$ cat src/rtl/id_guard_pkg.sv
package id_guard_pkg;

  // Operating mode of the node
  typedef enum logic [1:0] {
    NM_RESET = 2'd0,  // never initialized
    NM_LOAD  = 2'd1,  // initialization window open, no fault seen
    NM_RUN   = 2'd2,  // normal operation
    NM_LOCK  = 2'd3   // parity lockout
  } node_mode_e;

  localparam int unsigned BUS_PAR_W = 2;

endpackage

$ cat src/rtl/bus_id_capture.sv
module bus_id_capture
  import id_guard_pkg::*;
#(
  parameter int unsigned MEM_W      = 16,
  parameter int unsigned BUS_ID_W   = 8,
  parameter int unsigned BUS_ID_LSB = 0
) (
  input  logic                  clk,
  input  logic                  rst_n,
  input  logic                  load_i,
  input  logic [MEM_W-1:0]      mem_data_i,
  input  logic [BUS_PAR_W-1:0]  mem_par_i,
  output logic [BUS_ID_W-1:0]   bus_id_o,
  output logic                  live_err_o,
  output logic                  stored_ok_o
);

  localparam int unsigned HALF_W = BUS_ID_W / BUS_PAR_W;

  logic [BUS_ID_W-1:0]  field_live;
  logic [BUS_ID_W-1:0]  id_q;
  logic [BUS_PAR_W-1:0] par_q;
  logic [BUS_PAR_W-1:0] live_bad;
  logic [BUS_PAR_W-1:0] stored_bad;

  assign field_live = mem_data_i[BUS_ID_LSB +: BUS_ID_W];

  // one even-parity check per half, for the live pins and for the stored copy
  for (genvar h = 0; h < BUS_PAR_W; h++) begin : g_half
    assign live_bad[h]   = ^{field_live[h*HALF_W +: HALF_W], mem_par_i[h]};
    assign stored_bad[h] = ^{id_q[h*HALF_W +: HALF_W], par_q[h]};
  end

  always_ff @(posedge clk or negedge rst_n) begin
    if (!rst_n) begin
      id_q  <= '0;
      par_q <= '0;
    end else if (load_i) begin
      id_q  <= field_live;
      par_q <= mem_par_i;
    end
  end

  assign bus_id_o    = id_q;
  assign live_err_o  = load_i && (|live_bad);
  assign stored_ok_o = ~(|stored_bad);

  AST_BUS_HOLD: assert property (@(posedge clk) disable iff (!rst_n)
    !load_i |=> $stable(id_q));

  AST_BUS_TAKE: assert property (@(posedge clk) disable iff (!rst_n)
    load_i |=> (id_q == $past(field_live)));

endmodule

$ cat src/rtl/mod_id_store.sv
module mod_id_store #(
  parameter int unsigned MOD_ID_W = 6
) (
  input  logic                clk,
  input  logic                rst_n,
  input  logic                load_i,
  input  logic [MOD_ID_W:0]   mod_data_i,
  output logic [MOD_ID_W-1:0] mod_id_o,
  output logic                par_err_o
);

  localparam int unsigned WORD_W = MOD_ID_W + 1;

  // identifier and its parity bit live in one word
  logic [WORD_W-1:0] stored_q;

  always_ff @(posedge clk or negedge rst_n) begin
    if (!rst_n) begin
      stored_q <= '0;
    end else if (load_i) begin
      stored_q <= mod_data_i;
    end
  end

  assign mod_id_o  = stored_q[MOD_ID_W-1:0];
  // checked every cycle, not only at load
  assign par_err_o = ^stored_q;

  AST_MOD_TAKE: assert property (@(posedge clk) disable iff (!rst_n)
    load_i |=> (stored_q == $past(mod_data_i)));

endmodule

$ cat src/rtl/node_mode_fsm.sv
module node_mode_fsm
  import id_guard_pkg::*;
(
  input  logic clk,
  input  logic rst_n,
  input  logic init_i,
  input  logic bus_live_err_i,
  input  logic mod_err_i,
  input  logic bus_stored_ok_i,
  output logic run_o,
  output logic lock_o
);

  node_mode_e mode_q, mode_d;
  logic       init_d_q;
  logic       fault_now;
  logic       window_end;
  logic       capture_clean;

  assign fault_now     = bus_live_err_i || mod_err_i;
  assign window_end    = init_d_q && !init_i;
  assign capture_clean = bus_stored_ok_i && !mod_err_i;

  always_comb begin
    mode_d = mode_q;
    if (fault_now) begin
      mode_d = NM_LOCK;
    end else if (init_i) begin
      if (mode_q != NM_LOCK) mode_d = NM_LOAD;
    end else if (window_end) begin
      mode_d = capture_clean ? NM_RUN : NM_LOCK;
    end
  end

  always_ff @(posedge clk or negedge rst_n) begin
    if (!rst_n) begin
      mode_q   <= NM_RESET;
      init_d_q <= 1'b0;
    end else begin
      mode_q   <= mode_d;
      init_d_q <= init_i;
    end
  end

  assign run_o  = (mode_q == NM_RUN);
  assign lock_o = (mode_q == NM_LOCK);

  AST_BUS_ERR_LOCKS: assert property (@(posedge clk) disable iff (!rst_n)
    bus_live_err_i |=> lock_o);

  AST_MOD_ERR_LOCKS: assert property (@(posedge clk) disable iff (!rst_n)
    mod_err_i |=> lock_o);

  AST_LOCK_STAYS: assert property (@(posedge clk) disable iff (!rst_n)
    (lock_o && !init_i && !init_d_q) |=> lock_o);

  AST_INIT_STOPS_RUN: assert property (@(posedge clk) disable iff (!rst_n)
    init_i |=> !run_o);

endmodule

$ cat src/rtl/node_id_guard.sv
module node_id_guard
  import id_guard_pkg::*;
#(
  parameter int unsigned MEM_W      = 16,
  parameter int unsigned BUS_ID_W   = 8,
  parameter int unsigned BUS_ID_LSB = 0,
  parameter int unsigned MOD_ID_W   = 6
) (
  input  logic                 clk,
  input  logic                 rst_n,
  input  logic                 init_i,
  input  logic [MEM_W-1:0]     mem_data_i,
  input  logic [1:0]           mem_par_i,
  input  logic [MOD_ID_W:0]    mod_data_i,
  output logic [BUS_ID_W-1:0]  bus_id_o,
  output logic [MOD_ID_W-1:0]  mod_id_o,
  output logic                 addr_match_en_o,
  output logic                 out_en_o,
  output logic                 lock_o
);

  logic [BUS_ID_W-1:0] bus_id_raw;
  logic [MOD_ID_W-1:0] mod_id_raw;
  logic                bus_live_err;
  logic                bus_stored_ok;
  logic                mod_err;
  logic                run;

  bus_id_capture #(
    .MEM_W      (MEM_W),
    .BUS_ID_W   (BUS_ID_W),
    .BUS_ID_LSB (BUS_ID_LSB)
  ) u_bus (
    .clk         (clk),
    .rst_n       (rst_n),
    .load_i      (init_i),
    .mem_data_i  (mem_data_i),
    .mem_par_i   (mem_par_i),
    .bus_id_o    (bus_id_raw),
    .live_err_o  (bus_live_err),
    .stored_ok_o (bus_stored_ok)
  );

  mod_id_store #(
    .MOD_ID_W (MOD_ID_W)
  ) u_mod (
    .clk        (clk),
    .rst_n      (rst_n),
    .load_i     (init_i),
    .mod_data_i (mod_data_i),
    .mod_id_o   (mod_id_raw),
    .par_err_o  (mod_err)
  );

  node_mode_fsm u_fsm (
    .clk             (clk),
    .rst_n           (rst_n),
    .init_i          (init_i),
    .bus_live_err_i  (bus_live_err),
    .mod_err_i       (mod_err),
    .bus_stored_ok_i (bus_stored_ok),
    .run_o           (run),
    .lock_o          (lock_o)
  );

  // the node vanishes from the system unless it is running
  assign out_en_o        = run;
  assign addr_match_en_o = run;
  assign bus_id_o        = run ? bus_id_raw : '0;
  assign mod_id_o        = run ? mod_id_raw : '0;

  AST_QUIET_UNLESS_RUN: assert property (@(posedge clk) disable iff (!rst_n)
    !out_en_o |-> (bus_id_o == '0 && mod_id_o == '0 && !addr_match_en_o));

endmodule

$ cat config.mk
export PLATFORM = sky130hd
export DESIGN_NAME = node_id_guard
export DESIGN_NICKNAME = d
export VERILOG_FILES = /design/src/rtl/id_guard_pkg.sv /design/src/rtl/bus_id_capture.sv /design/src/rtl/mod_id_store.sv /design/src/rtl/node_mode_fsm.sv /design/src/rtl/node_id_guard.sv
export SDC_FILE = /design/constraint.sdc
export NUM_CORES = 1
export LEC_CHECK = 0
export ABC_CLOCK_PERIOD_IN_PS = 2100
export BUFFER_PORTS_ARGS = -buffer_cell sky130_fd_sc_hd__buf_2
export CAP_MARGIN = 20
export CORE_MARGIN = 10
export CORE_UTILIZATION = 46
export CTS_CLUSTER_DIAMETER = 200
export CTS_CLUSTER_SIZE = 24
export DETAILED_ROUTE_END_ITERATION = 16
export PLACE_DENSITY_LB_ADDON = 0.12
export SETUP_SLACK_MARGIN = 0.02
export SYNTH_ARGS = -nofsm -noshare
export SYNTH_HDL_FRONTEND = slang
export SYNTH_SLANG_ARGS = --single-unit
$ cat constraint.sdc
create_clock -name clk -period 2.1 [get_ports clk]
set_clock_uncertainty 0.05 [all_clocks]
set_input_delay 0.315 -clock clk [delete_from_list [all_inputs] [get_ports clk]]
set_output_delay 0.315 -clock clk [all_outputs]
set_load 0.02 [all_outputs]
* After elaboration in Yosys (flattened, before gate mapping)
Cells that the tools add are included.
Storage, ports and cells: logic and storage cells 32, output and inout port bits 17, bits in registers 20, input port bits 28
Cells by class: bitwise operators 1, reduce and logical (&&, ||, !) cells 15, equal/unequal tests 4, muxes and demuxes 7
Operators by type and width (count):
- parity 5 bit | 4
- 2-to-1 mux 2 bit | 4
- 2-to-1 mux 8 bit | 1
- parity 7 bit | 1
- 2-to-1 mux 6 bit | 1
- == test 2 bit, second input constant | 2
- OR reduction 2 bit | 2
- logical AND 1 bit | 3
- != test 3 x 1 -> 1 bit, second input constant | 1
- nonzero test 3 bit | 1
- zero test 1 bit | 2
- != test 2 bit, second input constant | 1
- AND reduction 2 bit | 1
- logical OR 1 bit | 1
- 2-to-1 mux 1 bit | 1
- NOT 1 bit | 1

* Logic depth before layout (Yosys ltp)
Gate-level depths: netlist of the first run.
depth in word-level cells 8, depth in mapped cells 4

* Cells and area by module
A second synthesis of the first run with hierarchy kept.
Unflattened totals: cell total of the unflattened synthesis 89, area, all modules 1148.6 µm²
Modules (own cells, without submodules):
- bus_id_capture | area an instance 540.5 µm², cells an instance 35, instances 1
- mod_id_store | area an instance 366.6 µm², cells an instance 25, instances 1
- node_mode_fsm | area an instance 122.6 µm², cells an instance 13, instances 1
- node_id_guard | area an instance 118.9 µm², cells an instance 16, instances 1

* Least setup slack after synthesis of the first run
Ideal clock, no wire load.
path type register to output, from register u_fsm.mode_q[0], to output port bus_id_o[0], slack 0.493 ns, buffers on the path 1, arrival 1.242 ns, cell stages (with the launch flop) 4, path through dfrtp_1 nor2b_1 clkbuf_1 and2_1
On the way: longest elaborated chain between the ends 2
RTL lines:
- start, declared | RTL line node_mode_fsm.sv:14 | node_mode_e mode_q, mode_d;
- start signal, assigned | RTL line node_mode_fsm.sv:40 | mode_q <= mode_d;
- == test 2 bit | RTL line node_mode_fsm.sv:45 | assign run_o = (mode_q == NM_RUN);
- via addr_match_en_o | RTL line node_id_guard.sv:17 | output logic addr_match_en_o,
- 2-to-1 mux 8 bit | RTL line node_id_guard.sv:69 | assign bus_id_o = run ? bus_id_raw : '0;
- end, declared | RTL line node_id_guard.sv:15 | output logic [BUS_ID_W-1:0] bus_id_o,
The timed path passes the listed nets, and every way through them passes these cells.

* Worst setup path after layout of the first run
from register u_fsm.mode_q[0], to output port mod_id_o[4]
On the way: longest elaborated chain between the ends 2
RTL lines:
- == test 2 bit | RTL line node_mode_fsm.sv:45
- 2-to-1 mux 6 bit | RTL line node_id_guard.sv:70 | assign mod_id_o = run ? mod_id_raw : '0;
- end, declared | RTL line node_id_guard.sv:16 | output logic [MOD_ID_W-1:0] mod_id_o,
No other way between the ends.

==> results of run 1 <==
## Yosys cell counts
library cell	instances	area share [%]
mux2_2	17	18
xnor2_1	12	9.9
xor2_1	2	1.6
nand2_1	1	0.35
xnor3_1	4	8.5
dfrtp_1	20	47
nor2b_1	1	0.59
buf_4	1	0.71
and2_1	15	8.8
clkbuf_1	3	1.1
nor2_1	3	1.1
a2111o_1	1	1.1
or3_1	1	0.59
a31oi_1	1	0.59
## flip-flops by register name, summed over array words and instances (netlist names)
signal	flops
u_fsm.mode_q	2
u_bus.par_q	2
u_mod.stored_q	7
u_bus.bus_id_o	8
u_fsm.init_d_q	1
## area by class of cell
cell class	count	area (sq um)	share of cell area (%)
clock inverters	1	30.0	2.25
clock buffers	3	22.5	1.69
well taps	28	35.0	2.62
flip-flops and latches	20	500	37.5
repair buffers	39	205	15.4
multi-input cells	58	543	40.6
## final timing paths
check	startpoint	end	slack [ns]	depth (start not counted)
min	mod_data_i[3]	u_mod.stored_q[3]	0.18	2
max in group asynchronous	rst_n	u_mod.stored_q[2]	1.27	2
min reg2reg	u_bus.par_q[1]	u_bus.par_q[1]	0.49	1
max	u_fsm.mode_q[0]	mod_id_o[4]	0.41	4
min in group asynchronous	rst_n	u_bus.bus_id_o[5]	0.42	2
max reg2reg	u_bus.bus_id_o[3]	u_fsm.mode_q[0]	0.53	4
## metrics by stage
step                util [%]  hold WS (ns)  power (W)  setup WS (ns)
floorplan                  -       -0.0306   0.000668          0.493
global placement        57.6         0.238   0.000751          0.468
detailed placement      57.6         0.235   0.000756          0.457
CTS                     60.4         0.159    0.00108          0.373
global route            60.4         0.163    0.00112          0.301
finish                  60.4         0.177    0.00106          0.406
## logic make-up (layout without fill, tap and decap cells)
group | Yosys count | after routing | synth area share [%]
flops | 20 | 20 | 47.1
simple gates | 21 | 21 | 11.4
mux | 17 | 17 | 18.0
xor+xnor | 18 | 18 | 20.0
buf+inv | 4 | 43 | 1.77
compound gates | 2 | 2 | 1.65
## worst max-delay path, cell delays in order (launching register included)
cell and delay [ns]:
dfrtp_1 0.41, nor2b_1 0.16, buf_4 0.17, and2_1 0.12
buf_2 0.16
## per-layer routing
| layer | wire [um] | part of all wire (%) |
|---|---|---|
| met1 | 822 | 40 |
| met4 | 31 | 1.5 |
| met5 | 0 | 0 |
| met3 | 208 | 10 |
| met2 | 1020 | 49 |
## power groups by stage
stage	Combinational, W	Clock, W	Sequential (W)
final	0.000293	0.000315	0.000450
after global routing	0.000324	0.000344	0.000456
after CTS	0.000300	0.000331	0.000452
after detailed placement	0.000297	0	0.000460
after global placement	0.000294	0	0.000458
after floorplan	0.000216	0	0.000452
==> results.py, run 1 <==
metrics = {
    "status": {
        "status": "completed",
    },
    "power": {
        "swShare_pct": 26.9,
        "clockPowerShare_pct": 29.8,
        "combPwrFrac_pct": 27.7,
        "p_leak_nw": 0.654,
        "vdd_drop_max_uv": 481,
        "power.switching_w": 0.000285,
        "p_int_w": 0.000774,
        "p_per_area_nw_per_um2": 792,
        "power_frac_seq_pct": 42.5,
    },
    "critical_path": {
        "cp-start-kind": "flip-flop",
        "crit_required_ns": 1.74,
        "critPathCaptureType": "output pin",
        "crit_type": "flip-flop to output pin",
        "crit_fanout": 7,
        "crit_arrival_ns": 1.33,
    },
    "global_route": {
        "grt-ovfl-total": 0,
        "antenna_found_initial": 0,
        "busiest_layer": "met2",
        "grt_pass1_vias": 795,
        "grt_max_degree": 22,
        "met1_usage_pct": 9.60,
        "grt_pass1_wl_um": 3350,
        "grt_use_total_pct": 9.60,
        "grt_use_met2_pct": 16.0,
        "grtUsageMet3_pct": 4.40,
    },
    "sta": {
        "worst_pin_slew_ns": 0.455,
        "min_period_ns": 1.69,
        "setup_violations": 0,
        "finalHoldViolations": 0,
        "min_period_over_period_pct": 80.7,
        "setup-tns-final_ns": 0,
        "maxSlewViolCount": 0,
        "clock.fmax_ghz": 0.590,
        "relSlewSlack_pct": 69.7,
        "rsz0062_at_grt": "no",
    },
    "floorplanning": {
        "num_rows": 17,
        "die_w_um": 68.1,
        "coreArea_sq_um": 2210,
        "die_area_sq_um": 4630,
        "die_y_um": 68.1,
        "io_pins": 45,
        "start_util_pct": 48.0,
    },
    "layout": {
        "drive_above_1_share_pct": 48.8,
        "area_delta_synth_final_pct": 25.8,
        "final_cell_mix": "36 x buf_2, 20 x dfrtp_1, 17 x mux2_2",
        "nNetsFinal": 150,
        "layout_commonest_cell": "buf_2",
        "diodes": 0,
        "final_area_sq_um": 1340,
        "final_cell_count_no_fill": 149,
        "fillCellCount": 203,
    },
    "detailed_routing": {
        "vias": 720,
        "drt_pre_antenna_iters": 3,
        "wl_um": 2080,
        "final_antenna_net_count": 0,
        "viasPerCell": 4.83,
        "drt-initial-drc-count": 12,
        "wire_per_inst_um": 13.9,
        "drc": 0,
    },
    "place": {
        "dp_hpwl_um": 1640,
        "io_buffers": 36,
        "place.gp.congestion": 0.805,
        "dp.cells": 144,
        "dpl_cell_area_sq_um": 1270,
    },
    "logic_synthesis": {
        "synth_cells": 82,
        "synth_seq_cells": 20,
        "syn_avg_cell_area_sq_um": 13.0,
        "ys_types": 14,
        "synth_warnings": 0,
        "yosysSeqAreaShare_pct": 47.1,
        "synth_area_sq_um": 1060,
        "syn_nets": 110,
    },
    "clock_tree": {
        "cts_tree": "built",
        "cts.path.max_buffers": 2,
        "cts.clk_slew.worst_paths_ns": 0.12,
        "postCtsSetupBuffers": 0,
        "clkSinkCount": 20,
        "post_cts_resize_count": 0,
        "clockRootBuffer": "clkbuf_4",
        "cts_buffers": 3,
        "h-tree-depth": 1,
        "clk_latency_ns": 0.31,
        "cts_hold_buf": 1,
    },
    "flow_run": {
        "maxCapViolCount": 0,
    },
    "min_path": {
        "hold_class": "primary input to flip-flop",
    },
}
Power figures use the tool's default switching activity.
==> run 2, diff against run 1 <==
--- a/config.mk
+++ b/config.mk
@@ -5,11 +5,11 @@
 export SDC_FILE = /design/constraint.sdc
 export NUM_CORES = 1
 export LEC_CHECK = 0
-export ABC_CLOCK_PERIOD_IN_PS = 2100
+export ABC_CLOCK_PERIOD_IN_PS = 1400
 export BUFFER_PORTS_ARGS = -buffer_cell sky130_fd_sc_hd__buf_2
 export CAP_MARGIN = 20
 export CORE_MARGIN = 10
-export CORE_UTILIZATION = 46
+export CORE_UTILIZATION = 42
 export CTS_CLUSTER_DIAMETER = 200
 export CTS_CLUSTER_SIZE = 24
 export DETAILED_ROUTE_END_ITERATION = 16
==> constraint.sdc (replaced) <==
create_clock -name clk -period 1.4 [get_ports clk]
set_clock_uncertainty 0.05 [all_clocks]
set_input_delay 0.21 -clock clk [delete_from_list [all_inputs] [get_ports clk]]
set_output_delay 0.21 -clock clk [all_outputs]
set_load 0.02 [all_outputs]
==> results.py, run 2 (synthesis results as in run 1) <==
metrics = {
    "sta": {
        "relSlewSlack_pct": 69.5,
        "finalHoldViolations": 0,
        "setup-tns-final_ns": -2.15,
        "setup_violations": 18,
        "setup_ws_ns": -0.145,
        "min_period_over_period_pct": 110,
        "clock.fmax_ghz": 0.647,
        "rsz0062_at_grt": "yes",
        "maxSlewViolCount": 0,
        "worst_pin_slew_ns": 0.458,
        "fin_hold_ws_ns": 0.0801,
        "min_period_ns": 1.54,
    },
    "layout": {
        "largest_reg_flops": 8,
        "final_cell_mix": "21 x buf_2, 20 x dfrtp_1, 18 x buf_6",
        "nNetsFinal": 160,
        "layout_commonest_cell": "buf_2",
        "diodes": 0,
        "seq_area_sq_um": 500,
        "drive_above_1_share_pct": 63.4,
        "multi_input_area_sq_um": 583,
        "area_delta_synth_final_pct": 46.8,
        "fillCellCount": 219,
    },
    "power": {
        "power.switching_w": 0.000465,
        "p_int_w": 0.00127,
        "vdd_drop_max_uv": 779,
        "p_leak_nw": 0.746,
        "swShare_pct": 26.9,
        "p_per_area_nw_per_um2": 1110,
        "power_frac_seq_pct": 39.2,
        "clockPowerShare_pct": 27.3,
        "combPwrFrac_pct": 33.5,
    },
    "clock_tree": {
        "cts.clk_slew.worst_paths_ns": 0.12,
        "clk_latency_ns": 0.30,
        "cts_tree": "built",
        "clockRootBuffer": "clkbuf_4",
        "clkSinkCount": 20,
        "cts.path.max_buffers": 2,
        "cts_buffers": 3,
        "h-tree-depth": 1,
    },
    "global_route": {
        "grt-ovfl-total": 0,
        "antenna_found_initial": 0,
        "grt_pass1_wl_um": 3970,
        "grt_pass1_vias": 859,
        "grt_use_total_pct": 9.60,
        "grt_max_degree": 22,
    },
    "detailed_routing": {
        "drc": 0,
        "drt-initial-drc-count": 11,
        "final_antenna_net_count": 0,
        "wl_um": 2360,
        "wire_per_inst_um": 14.7,
        "viasPerCell": 4.70,
        "vias": 756,
        "drt_pre_antenna_iters": 4,
    },
    "status": {
        "violations": "setup timing",
        "status": "finished with violations",
    },
    "place": {
        "place.gp.congestion": 0.682,
        "dp_hpwl_um": 1690,
        "dp_slack_ns": -0.151,
        "io_buffers": 36,
    },
    "floorplanning": {
        "coreArea_sq_um": 2450,
        "io_pins": 45,
        "die_y_um": 70.3,
        "die_area_sq_um": 4940,
        "die_w_um": 70.3,
        "start_util_pct": 43.3,
        "num_rows": 18,
    },
    "critical_path": {
        "crit_fanout": 4,
        "crit_arrival_ns": 1.28,
        "crit_required_ns": 1.14,
        "crit_type": "flip-flop to output pin",
        "critPathCaptureType": "output pin",
        "cp-start-kind": "flip-flop",
    },
    "min_path": {
        "hold_class": "primary input to flip-flop",
    },
    "flow_run": {
        "maxCapViolCount": 0,
    },
}
[run 2: final cells by class]
class	count	area share [%]
Tap cell	30	2.41
Sequential cell	20	32.1
Clock inverter	1	1.93
Timing Repair Buffer	49	24.7
Clock buffer	3	1.44
Multi-Input combinational cell	58	37.4
[run 2: per-layer routing]
layer	GRT usage, %	up-vias	share of wire, %
met1	11.3	363	44
li1	-	372	-
met2	16.0	19	49
met3	3.81	2	6.3
met5	0	-	0
met4	1.97	0	0.38
[run 2: path summary, 6_finish.rpt]
path	from	to	slack, ns	depth (start not counted)
setup / recovery	u_fsm.mode_q[0]	bus_id_o[0]	-0.14	4
setup reg to reg	u_bus.bus_id_o[3]	u_fsm.mode_q[0]	-0.11	4
hold / removal	mod_data_i[3]	u_mod.stored_q[3]	0.08	2
min in group asynchronous	rst_n	u_bus.par_q[0]	0.32	2
max in group asynchronous	rst_n	u_fsm.mode_q[0]	0.67	2
hold reg to reg	u_bus.par_q[0]	u_bus.par_q[0]	0.50	1
[run 2: through the flow]
step	area [sq um]	power, W	utilization [%]	cells
5_1_grt	1560	0.00182	63.5	161
3_5_place_dp	1310	0.00115	53.2	150
2_1_floorplan	1060	0.00100	-	82
3_3_place_gp	1310	0.00115	53.2	150
4_1_cts	1530	0.00172	62.2	160
6_report	1560	0.00173	63.5	161
[run 2: power by group through the flow]
| stage | Clock, W | Sequential [W] | Combinational, W |
|---|---|---|---|
| 6_report | 0.000473 | 0.000678 | 0.000580 |
| 3_3_place_gp | 0 | 0.000684 | 0.000463 |
| 4_1_cts | 0.000484 | 0.000677 | 0.000560 |
| 5_1_grt | 0.000509 | 0.000687 | 0.000628 |
| 2_1_floorplan | 0 | 0.000678 | 0.000326 |
| 3_5_place_dp | 0 | 0.000687 | 0.000466 |
[run 2: timing repair]
item                       CTS  global route
pin swaps                    7             1
gates resized for setup     41             9
setup buffers                4             1
cloned                       1             0
hold endpoints to repair    20             0
setup endpoints to repair   17            19
hold buffers                 1             0
[run 2: worst max-delay path, stage by stage, from the launching register on]
cell and delay (ns):
dfrtp_1 0.43, nor2b_4 0.16, buf_4 0.15, and2_1 0.13
buf_6 0.12
